`config.mk`:
```
export PLATFORM = sky130hd
export DESIGN_NAME = uart_regbank
export DESIGN_NICKNAME = d
export VERILOG_FILES = /design/src/rtl/uart_rb_pkg.sv /design/src/rtl/rb_modem_delta.sv /design/src/rtl/rb_line_status.sv /design/src/rtl/rb_irq_ctrl.sv /design/src/rtl/uart_regbank.sv
export SDC_FILE = /design/constraint.sdc
export NUM_CORES = 1
export LEC_CHECK = 0
export BUFFER_PORTS_ARGS = -buffer_cell sky130_fd_sc_hd__buf_4
export CAP_MARGIN = 30
export CORE_MARGIN = 2
export CORE_UTILIZATION = 29
export CTS_CLUSTER_DIAMETER = 40
export DETAILED_ROUTE_END_ITERATION = 10
export HOLD_SLACK_MARGIN = 0.06
export PLACE_DENSITY = 0.49
export SYNTH_ARGS = -nofsm -noshare
export SYNTH_HDL_FRONTEND = slang
export SYNTH_SLANG_ARGS = --single-unit
```
`constraint.sdc`:
```
create_clock -name clk -period 1.93 [get_ports clk]
set_input_delay 0.386 -clock clk [delete_from_list [all_inputs] [get_ports clk]]
set_output_delay 0.386 -clock clk [all_outputs]
set_load 0.01 [all_outputs]
```
`src/rtl/uart_rb_pkg.sv`:
```
package uart_rb_pkg;
   localparam int unsigned OFS_DATA = 0;
   localparam int unsigned OFS_IEN  = 1;
   localparam int unsigned OFS_IID  = 2;
   localparam int unsigned OFS_LCTL = 3;
   localparam int unsigned OFS_MCTL = 4;
   localparam int unsigned OFS_LSTS = 5;
   localparam int unsigned OFS_MSTS = 6;

   typedef enum logic [1:0] {
      CAUSE_MODEM = 2'b00,
      CAUSE_TXMT  = 2'b01,
      CAUSE_RXDAT = 2'b10,
      CAUSE_LINE  = 2'b11
   } cause_e;
endpackage

```
`src/rtl/rb_modem_delta.sv`:
```
module rb_modem_delta #(
   parameter int unsigned N_PINS        = 4,
   parameter int unsigned RI_IDX        = 2,
   parameter bit          RI_TRAIL_ONLY = 1'b0
) (
   input  logic              clk,
   input  logic              rst_n,
   input  logic [N_PINS-1:0] pins,
   input  logic              rd_clr,
   output logic [N_PINS-1:0] delta
);
   logic [N_PINS-1:0] prev_q;
   logic [N_PINS-1:0] chg;
   logic              armed_q;

   generate
      for (genvar i = 0; i < N_PINS; i++) begin : g_bit
         if (RI_TRAIL_ONLY && (i == RI_IDX)) begin : g_trail
            assign chg[i] = prev_q[i] & ~pins[i];
         end else begin : g_any
            assign chg[i] = prev_q[i] ^ pins[i];
         end
      end
   endgenerate

   always_ff @(posedge clk) begin
      if (!rst_n) begin
         prev_q  <= '0;
         armed_q <= 1'b0;
         delta   <= '0;
      end else begin
         prev_q  <= pins;
         armed_q <= 1'b1;
         for (int i = 0; i < N_PINS; i++) begin
            if (armed_q && chg[i]) delta[i] <= 1'b1;
            else if (rd_clr)       delta[i] <= 1'b0;
         end
      end
   end


   delta_clr_chk: assert property (@(posedge clk) disable iff (!rst_n)
      (rd_clr && armed_q && (pins == prev_q)) |=> (delta == '0));
endmodule

```
`src/rtl/rb_line_status.sv`:
```
module rb_line_status #(
   parameter int unsigned BYTE_W = 8
) (
   input  logic              clk,
   input  logic              rst_n,
   input  logic              rx_valid,
   input  logic [BYTE_W-1:0] rx_data,
   input  logic              rx_pe,
   input  logic              rx_fe,
   input  logic              rx_bi,
   input  logic              rbr_rd,
   input  logic              lsr_rd,
   input  logic              thr_wr,
   input  logic              tx_take,
   input  logic              tx_idle,
   output logic [BYTE_W-1:0] rbr,
   output logic [BYTE_W-1:0] lsr,
   output logic              dr,
   output logic              err_any,
   output logic              thre,
   output logic              thre_rise
);
   logic oe_q, pe_q, fe_q, bi_q;

   always_ff @(posedge clk) begin
      if (!rst_n) begin
         rbr  <= '0;
         dr   <= 1'b0;
         oe_q <= 1'b0;
         pe_q <= 1'b0;
         fe_q <= 1'b0;
         bi_q <= 1'b0;
         thre <= 1'b1;
      end else begin
         if (rx_valid) rbr <= rx_data;

         if (rx_valid)    dr <= 1'b1;
         else if (rbr_rd) dr <= 1'b0;

         if (rx_valid && dr)         oe_q <= 1'b1;
         else if (lsr_rd)            oe_q <= 1'b0;
         if (rx_valid && rx_pe)      pe_q <= 1'b1;
         else if (lsr_rd)            pe_q <= 1'b0;
         if (rx_valid && rx_fe)      fe_q <= 1'b1;
         else if (lsr_rd)            fe_q <= 1'b0;
         if (rx_valid && rx_bi)      bi_q <= 1'b1;
         else if (lsr_rd)            bi_q <= 1'b0;

         if (thr_wr)       thre <= 1'b0;
         else if (tx_take) thre <= 1'b1;
      end
   end

   assign thre_rise = tx_take & ~thre & ~thr_wr;
   assign err_any   = oe_q | pe_q | fe_q | bi_q;

   always_comb begin
      lsr    = '0;
      lsr[0] = dr;
      lsr[1] = oe_q;
      lsr[2] = pe_q;
      lsr[3] = fe_q;
      lsr[4] = bi_q;
      lsr[5] = thre;
      lsr[6] = tx_idle;
   end


   overrun_chk: assert property (@(posedge clk) disable iff (!rst_n)
      (rx_valid && dr) |=> oe_q);


   thre_clear_chk: assert property (@(posedge clk) disable iff (!rst_n)
      thr_wr |=> !thre);


   err_clear_chk: assert property (@(posedge clk) disable iff (!rst_n)
      (lsr_rd && !rx_valid) |=> !err_any);
endmodule

```
`src/rtl/rb_irq_ctrl.sv`:
```
module rb_irq_ctrl
   import uart_rb_pkg::*;
#(
   parameter int unsigned BYTE_W        = 8,
   parameter int unsigned N_CAUSE       = 4,
   parameter bit          ARM_ON_ENABLE = 1'b1
) (
   input  logic               clk,
   input  logic               rst_n,
   input  logic [N_CAUSE-1:0] ien,
   input  logic               ien_wr,
   input  logic               ien_wbit,
   input  logic               err_any,
   input  logic               dr,
   input  logic               thre,
   input  logic               thre_rise,
   input  logic               thr_wr,
   input  logic               iid_rd,
   input  logic               msr_any,
   output logic [BYTE_W-1:0]  iid,
   output logic               pend_any
);
   logic   tx_pend_q;
   logic   arm_en;
   cause_e cause;

   generate
      if (ARM_ON_ENABLE) begin : g_arm
         assign arm_en = ien_wr & ien_wbit & ~ien[1] & thre;
      end else begin : g_noarm
         assign arm_en = 1'b0;
      end
   endgenerate

   always_comb begin
      pend_any = 1'b1;
      cause    = CAUSE_MODEM;
      if (ien[2] && err_any)        cause = CAUSE_LINE;
      else if (ien[0] && dr)        cause = CAUSE_RXDAT;
      else if (ien[1] && tx_pend_q) cause = CAUSE_TXMT;
      else if (ien[3] && msr_any)   cause = CAUSE_MODEM;
      else                          pend_any = 1'b0;
      iid    = '0;
      iid[0] = ~pend_any;
      iid[2:1] = cause;
   end

   always_ff @(posedge clk) begin
      if (!rst_n) begin
         tx_pend_q <= 1'b0;
      end else begin
         if (thr_wr || (ien_wr && !ien_wbit))
            tx_pend_q <= 1'b0;
         else if ((ien[1] && thre_rise) || arm_en)
            tx_pend_q <= 1'b1;
         else if (iid_rd && pend_any && (cause == CAUSE_TXMT))
            tx_pend_q <= 1'b0;
      end
   end


   tx_pend_chk: assert property (@(posedge clk) disable iff (!rst_n)
      tx_pend_q |-> thre);


   line_first_chk: assert property (@(posedge clk) disable iff (!rst_n)
      (ien[2] && err_any) |-> (iid[2:1] == 2'b11 && !iid[0]));
endmodule

```
`src/rtl/uart_regbank.sv`:
```
module uart_regbank
   import uart_rb_pkg::*;
#(
   parameter int unsigned ADDR_W        = 3,
   parameter int unsigned BYTE_W        = 8,
   parameter int unsigned DIV_W         = 16,
   parameter logic [15:0] DIV_RESET     = 16'h000C,
   parameter bit          ARM_ON_ENABLE = 1'b1,
   parameter bit          RI_TRAIL_ONLY = 1'b0
) (
   input  logic              clk,
   input  logic              rst_n,
   input  logic [ADDR_W-1:0] addr,
   input  logic              wr_en,
   input  logic              rd_en,
   input  logic [BYTE_W-1:0] wdata,
   output logic [BYTE_W-1:0] rdata,
   output logic [BYTE_W-1:0] tx_data,
   output logic              tx_valid,
   input  logic              tx_take,
   input  logic              tx_idle,
   input  logic              rx_valid,
   input  logic [BYTE_W-1:0] rx_data,
   input  logic              rx_parity_err,
   input  logic              rx_frame_err,
   input  logic              rx_break,
   input  logic              cts,
   input  logic              dsr,
   input  logic              ri,
   input  logic              rlsd,
   output logic              dtr,
   output logic              rts,
   output logic              out1,
   output logic              out2,
   output logic              loop_en,
   output logic [DIV_W-1:0]  divisor,
   output logic [1:0]        word_len,
   output logic              two_stop,
   output logic              parity_en,
   output logic              parity_even,
   output logic              parity_stick,
   output logic              send_break,
   output logic              irq
);
   localparam int unsigned N_CAUSE = 4;
   localparam int unsigned N_PINS  = 4;
   localparam int unsigned MCTL_W  = 5;
   localparam int unsigned DLAB_B  = BYTE_W - 1;

   generate
      if (ADDR_W != 3) begin : g_bad_addr
         $error("uart_regbank: ADDR_W must be 3");
      end
      if (BYTE_W != 8) begin : g_bad_byte
         $error("uart_regbank: BYTE_W must be 8");
      end
      if (DIV_W != 2 * BYTE_W) begin : g_bad_div
         $error("uart_regbank: DIV_W must be two bytes");
      end
   endgenerate

   logic [BYTE_W-1:0]  lctl_q;
   logic [MCTL_W-1:0]  mctl_q;
   logic [N_CAUSE-1:0] ien_q;
   logic [DIV_W-1:0]   div_q;
   logic [BYTE_W-1:0]  thr_q;
   logic               dlab;

   logic sel_data, sel_ien, sel_iid, sel_lctl, sel_mctl, sel_lsts, sel_msts;
   logic thr_wr, rbr_rd, lsr_rd, msr_rd, iid_rd, ien_wr;

   logic [BYTE_W-1:0] rbr, lsr, iid;
   logic              dr, err_any, thre, thre_rise, pend_any;
   logic [N_PINS-1:0] pins, delta;

   assign dlab     = lctl_q[DLAB_B];
   assign sel_data = (addr == ADDR_W'(OFS_DATA));
   assign sel_ien  = (addr == ADDR_W'(OFS_IEN));
   assign sel_iid  = (addr == ADDR_W'(OFS_IID));
   assign sel_lctl = (addr == ADDR_W'(OFS_LCTL));
   assign sel_mctl = (addr == ADDR_W'(OFS_MCTL));
   assign sel_lsts = (addr == ADDR_W'(OFS_LSTS));
   assign sel_msts = (addr == ADDR_W'(OFS_MSTS));

   assign thr_wr = wr_en & sel_data & ~dlab;
   assign ien_wr = wr_en & sel_ien & ~dlab;
   assign rbr_rd = rd_en & sel_data & ~dlab;
   assign lsr_rd = rd_en & sel_lsts;
   assign msr_rd = rd_en & sel_msts;
   assign iid_rd = rd_en & sel_iid;

   always_ff @(posedge clk) begin
      if (!rst_n) begin
         lctl_q <= '0;
         mctl_q <= '0;
         ien_q  <= '0;
         div_q  <= DIV_RESET;
         thr_q  <= '0;
      end else if (wr_en) begin
         if (sel_data && dlab)  div_q[BYTE_W-1:0]      <= wdata;
         if (sel_ien && dlab)   div_q[DIV_W-1:BYTE_W]  <= wdata;
         if (thr_wr)            thr_q  <= wdata;
         if (ien_wr)            ien_q  <= wdata[N_CAUSE-1:0];
         if (sel_lctl)          lctl_q <= wdata;
         if (sel_mctl)          mctl_q <= wdata[MCTL_W-1:0];
      end
   end

   assign pins = {rlsd, ri, dsr, cts};

   rb_line_status #(.BYTE_W(BYTE_W)) i_lsts (
      .clk       (clk),
      .rst_n     (rst_n),
      .rx_valid  (rx_valid),
      .rx_data   (rx_data),
      .rx_pe     (rx_parity_err),
      .rx_fe     (rx_frame_err),
      .rx_bi     (rx_break),
      .rbr_rd    (rbr_rd),
      .lsr_rd    (lsr_rd),
      .thr_wr    (thr_wr),
      .tx_take   (tx_take),
      .tx_idle   (tx_idle),
      .rbr       (rbr),
      .lsr       (lsr),
      .dr        (dr),
      .err_any   (err_any),
      .thre      (thre),
      .thre_rise (thre_rise)
   );

   rb_modem_delta #(
      .N_PINS        (N_PINS),
      .RI_IDX        (2),
      .RI_TRAIL_ONLY (RI_TRAIL_ONLY)
   ) i_mdelta (
      .clk    (clk),
      .rst_n  (rst_n),
      .pins   (pins),
      .rd_clr (msr_rd),
      .delta  (delta)
   );

   rb_irq_ctrl #(
      .BYTE_W        (BYTE_W),
      .N_CAUSE       (N_CAUSE),
      .ARM_ON_ENABLE (ARM_ON_ENABLE)
   ) i_irq (
      .clk       (clk),
      .rst_n     (rst_n),
      .ien       (ien_q),
      .ien_wr    (ien_wr),
      .ien_wbit  (wdata[1]),
      .err_any   (err_any),
      .dr        (dr),
      .thre      (thre),
      .thre_rise (thre_rise),
      .thr_wr    (thr_wr),
      .iid_rd    (iid_rd),
      .msr_any   (|delta),
      .iid       (iid),
      .pend_any  (pend_any)
   );

   always_comb begin
      rdata = '0;
      case (addr)
         ADDR_W'(OFS_DATA): rdata = dlab ? div_q[BYTE_W-1:0] : rbr;
         ADDR_W'(OFS_IEN):  rdata = dlab ? div_q[DIV_W-1:BYTE_W]
                                         : {{(BYTE_W-N_CAUSE){1'b0}}, ien_q};
         ADDR_W'(OFS_IID):  rdata = iid;
         ADDR_W'(OFS_LCTL): rdata = lctl_q;
         ADDR_W'(OFS_MCTL): rdata = {{(BYTE_W-MCTL_W){1'b0}}, mctl_q};
         ADDR_W'(OFS_LSTS): rdata = lsr;
         ADDR_W'(OFS_MSTS): rdata = {pins, delta};
         default:           rdata = '0;
      endcase
   end

   assign tx_data      = thr_q;
   assign tx_valid     = ~thre;
   assign dtr          = mctl_q[0];
   assign rts          = mctl_q[1];
   assign out1         = mctl_q[2];
   assign out2         = mctl_q[3];
   assign loop_en      = mctl_q[4];
   assign divisor      = div_q;
   assign word_len     = lctl_q[1:0];
   assign two_stop     = lctl_q[2];
   assign parity_en    = lctl_q[3];
   assign parity_even  = lctl_q[4];
   assign parity_stick = lctl_q[5];
   assign send_break   = lctl_q[6];
   assign irq          = out2 & pend_any;


   irq_gate_chk: assert property (@(posedge clk) disable iff (!rst_n)
      irq |-> (out2 && !rdata_iid_idle()));

   function automatic logic rdata_iid_idle();
      return iid[0];
   endfunction


   div_hold_chk: assert property (@(posedge clk) disable iff (!rst_n)
      (wr_en && !dlab) |=> $stable(div_q));
endmodule

```
==> qor.yml <==
pwr:
  leakagePower_nw: 1.78
  seqPwrFrac: 0.470
  ir_drop_v: 0.000307
  p_per_area_nw_per_um2: 699
  p_sw_frac: 0.262
  p_switching_w: 0.000790
  p_int_w: 0.00222
  p_clk_frac: 0.400
  combPwrFrac: 0.130
setup_path:
  critPathSlowestCell: "o41ai_4"
  path_max_fanout: 2
  cp.arrival_ps: 1920
  worstSetupPathType: "flop to output port"
  slowest_delay_ps: 370
  crit_required_ps: 1540
  crit_top_cell: "buf_4"
  crit_chain: "o41ai_4 -> buf_4 -> nand2_4 -> a221o_1 -> o2111ai_2 -> buf_4"
  setup.worst_path.start_class: "flop"
  endpoint_kind: "output port"
job:
  max_cap_violations: 0
sta:
  finalCritPeriodShare: 1.19
  fmax_ghz: 0.434
  hold_ws_ps: 271
  rsz0062_at_grt: "true"
  fin_ws_ps: -372
  final_max_slew_viol_count: 0
  setup_viol: 8
  tightest_slew_ps: 562
  finalHoldViolations: 0
  period_needed_ps: 2300
  finClkSkew_ps: 17.6
  slew-limit-headroom: 0.625
route:
  dr.pass1.iters: 4
  ant_nets: 0
  wl_per_cell_um: 17.2
  vias: 2687
  via_per_inst: 4.71
  routed_wl_um: 9850
  drc: 0
  drt_iter0_drc: 90
synth:
  ys.flop_type: "dfxtp_1"
  post_synth.cell_area_avg_sq_um: 9.19
  synth_cells: 331
  ys_ff_latch: 65
  syn_nets: 364
  syn-cell-area_sq_um: 3040
  yosysUniqueCellTypes: 42
  async_flop_share: 0
  synth_seq_area_share: 0.428
  ys_warn_count: 0
  synth_edf_count: 0
global_routing:
  grt_pass1_wl_um: 15400
  grt_max_degree: 66
  grt_util_all_layers: 0.180
  first_global_vias: 2766
  overflow: 0
  grt_antenna_before_repair: 0
cts:
  cts_buffer_depth: 2
  cts_root_buf: "clkbuf_8"
  htree_levels: 3
  cts_inserted_buffers: 9
  cts_num_sinks: 65
  cts_tree: "done"
  clock_latency_ps: 360
  cts_hold_buf: 0
  cts.clk_slew.worst_paths_ps: 70
final_layout:
  areaGrowthSynthToFinish_pct: 41.8
  utilization: 0.421
  nets: 463
  num_antenna_cells: 0
  drive_gt1_frac: 0.347
  fin_cells: 571
  fillers: 1038
placed_design:
  dp.cells: 553
  dpl.hpwl_um: 7200
  place.port_buffers: 78
  gp_congestion: 0.847
die:
  ioPinCount: 79
  dieArea_sq_um: 11300
  initial_core_util: 0.297
  core-area_sq_um: 10200
  rows: 37
  dieHeight_um: 106
  die_x_um: 106
min_path:
  hp-class: "input pin to flop"
run_status:
  status: "finished, violations left"
  violations: "negative setup slack"
## sequential cells by signal, summed over array words and instances (netlist names)
name	cells
mctl_q	5
ien_q	4
i_lsts.dr	1
i_mdelta.delta	4
i_mdelta.prev_q	4
i_lsts.fe_q	1
i_lsts.pe_q	1
i_lsts.oe_q	1
tx_data	8
lctl_q	8
i_lsts.thre	1
i_lsts.rbr	8
i_mdelta.armed_q	1
i_irq.tx_pend_q	1
divisor	16
i_lsts.bi_q	1
## worst max-delay path, delay by kind of cell, from the launching register on
kind | cells | cell delay, ps
AO/OA/AOI/OAI | 3 | 850
buffers and inverters | 2 | 350
flip-flops | 1 | 340
AND/OR/NAND/NOR | 1 | 50
## power groups by stage
stage	Sequential (W)	Clock [W]	Combinational (W)
2_1_floorplan	0.00144	0	0.000173
3_3_place_gp	0.00144	0	0.000367
3_5_place_dp	0.00144	0	0.000368
4_1_cts	0.00141	0.00124	0.000385
5_1_grt	0.00142	0.00129	0.000423
6_report	0.00142	0.00121	0.000391
## metal layers
metal	up-vias	wire length, um	track usage
li1	1354	-	-
met5	-	0	0
met2	53	4610	0.295
met3	14	358	0.0423
met1	1266	4750	0.239
met4	0	124	0.0473
## per-stage QoR
step	area (sq um)	setup slack, ps	power [W]	setup TNS [ps]
2_1_floorplan	3040	125	0.00161	0
3_3_place_gp	3930	-112	0.00181	-1430
6_report	4310	-372	0.00302	-1690
5_1_grt	4310	-443	0.00314	-2350
3_5_place_dp	3930	-113	0.00181	-1390
4_1_cts	4230	-347	0.00304	-1730
## layout make-up
cell class | instances | area, sq um | share of cell area
sequential | 65 | 1310 | 0.303
tap | 136 | 170 | 0.0395
clock buffer | 11 | 141 | 0.0328
inverter | 1 | 3.75 | 0.000871
clock inverter | 5 | 62.6 | 0.0145
multi-input combinational | 240 | 1730 | 0.402
timing repair buffer | 113 | 895 | 0.207
## cells by family after synthesis
logic type | after synthesis | share of synthesized area
AND/OR/NAND/NOR | 133 | 0.236
flip-flops | 65 | 0.428
AO/OA/AOI/OAI | 62 | 0.150
multiplexers | 41 | 0.135
buffers and inverters | 26 | 0.0395
XOR/XNOR | 4 | 0.0115
## cell usage in the layout (no fill, tap or decap), types with 7 or more instances in the layout
cell,Yosys,layout
buf_4,3,104
dfxtp_1,65,63
nand2_1,55,54
nor2b_1,39,38
mux2i_1,40,35
a21boi_0,20,20
clkbuf_8,0,10
nand3_1,8,8
a22oi_1,8,8
and2_1,7,7
buf_6,0,7
## synth_stat cells, types with 2 or more instances
cell type | instances | area [sq um]
a21boi_0 | 20 | 150
and3b_1 | 4 | 35.0
or3b_2 | 2 | 17.5
o211ai_1 | 3 | 22.5
buf_2 | 9 | 45.0
nor2b_1 | 39 | 244
a21oi_1 | 7 | 35.0
nand2_1 | 55 | 206
o2111ai_1 | 2 | 17.5
nand3b_1 | 2 | 15.0
nand3_1 | 8 | 40.0
dfxtp_1 | 65 | 1300
xor2_1 | 4 | 35.0
clkbuf_1 | 12 | 45.0
buf_4 | 3 | 22.5
a22o_1 | 5 | 43.8
mux2i_1 | 40 | 400
a32oi_1 | 3 | 26.3
a22oi_1 | 8 | 60.1
and2_1 | 7 | 43.8
o21ai_0 | 6 | 30.0
nor2_1 | 6 | 22.5
and3_1 | 2 | 12.5
## path summary, 6_finish.rpt
path / start / to / slack (ps) / depth (start not counted)
worst max-delay path: i_lsts.oe_q / rdata[0] / -370 / 6
worst min-delay path: rlsd / i_mdelta.prev_q[3] / 270 / 2
worst max register to register: lctl_q[7] / i_irq.tx_pend_q / 330 / 7
worst min register to register: tx_data[3] / tx_data[3] / 470 / 2
## what timing repair did
action                     CTS  global route
gates resized for setup     26            11
cloned                       0             0
pin swaps                    8             3
buffers inserted             1             2
setup endpoints to repair    9             9
Note: power is estimated with default switching activity, not from simulation.
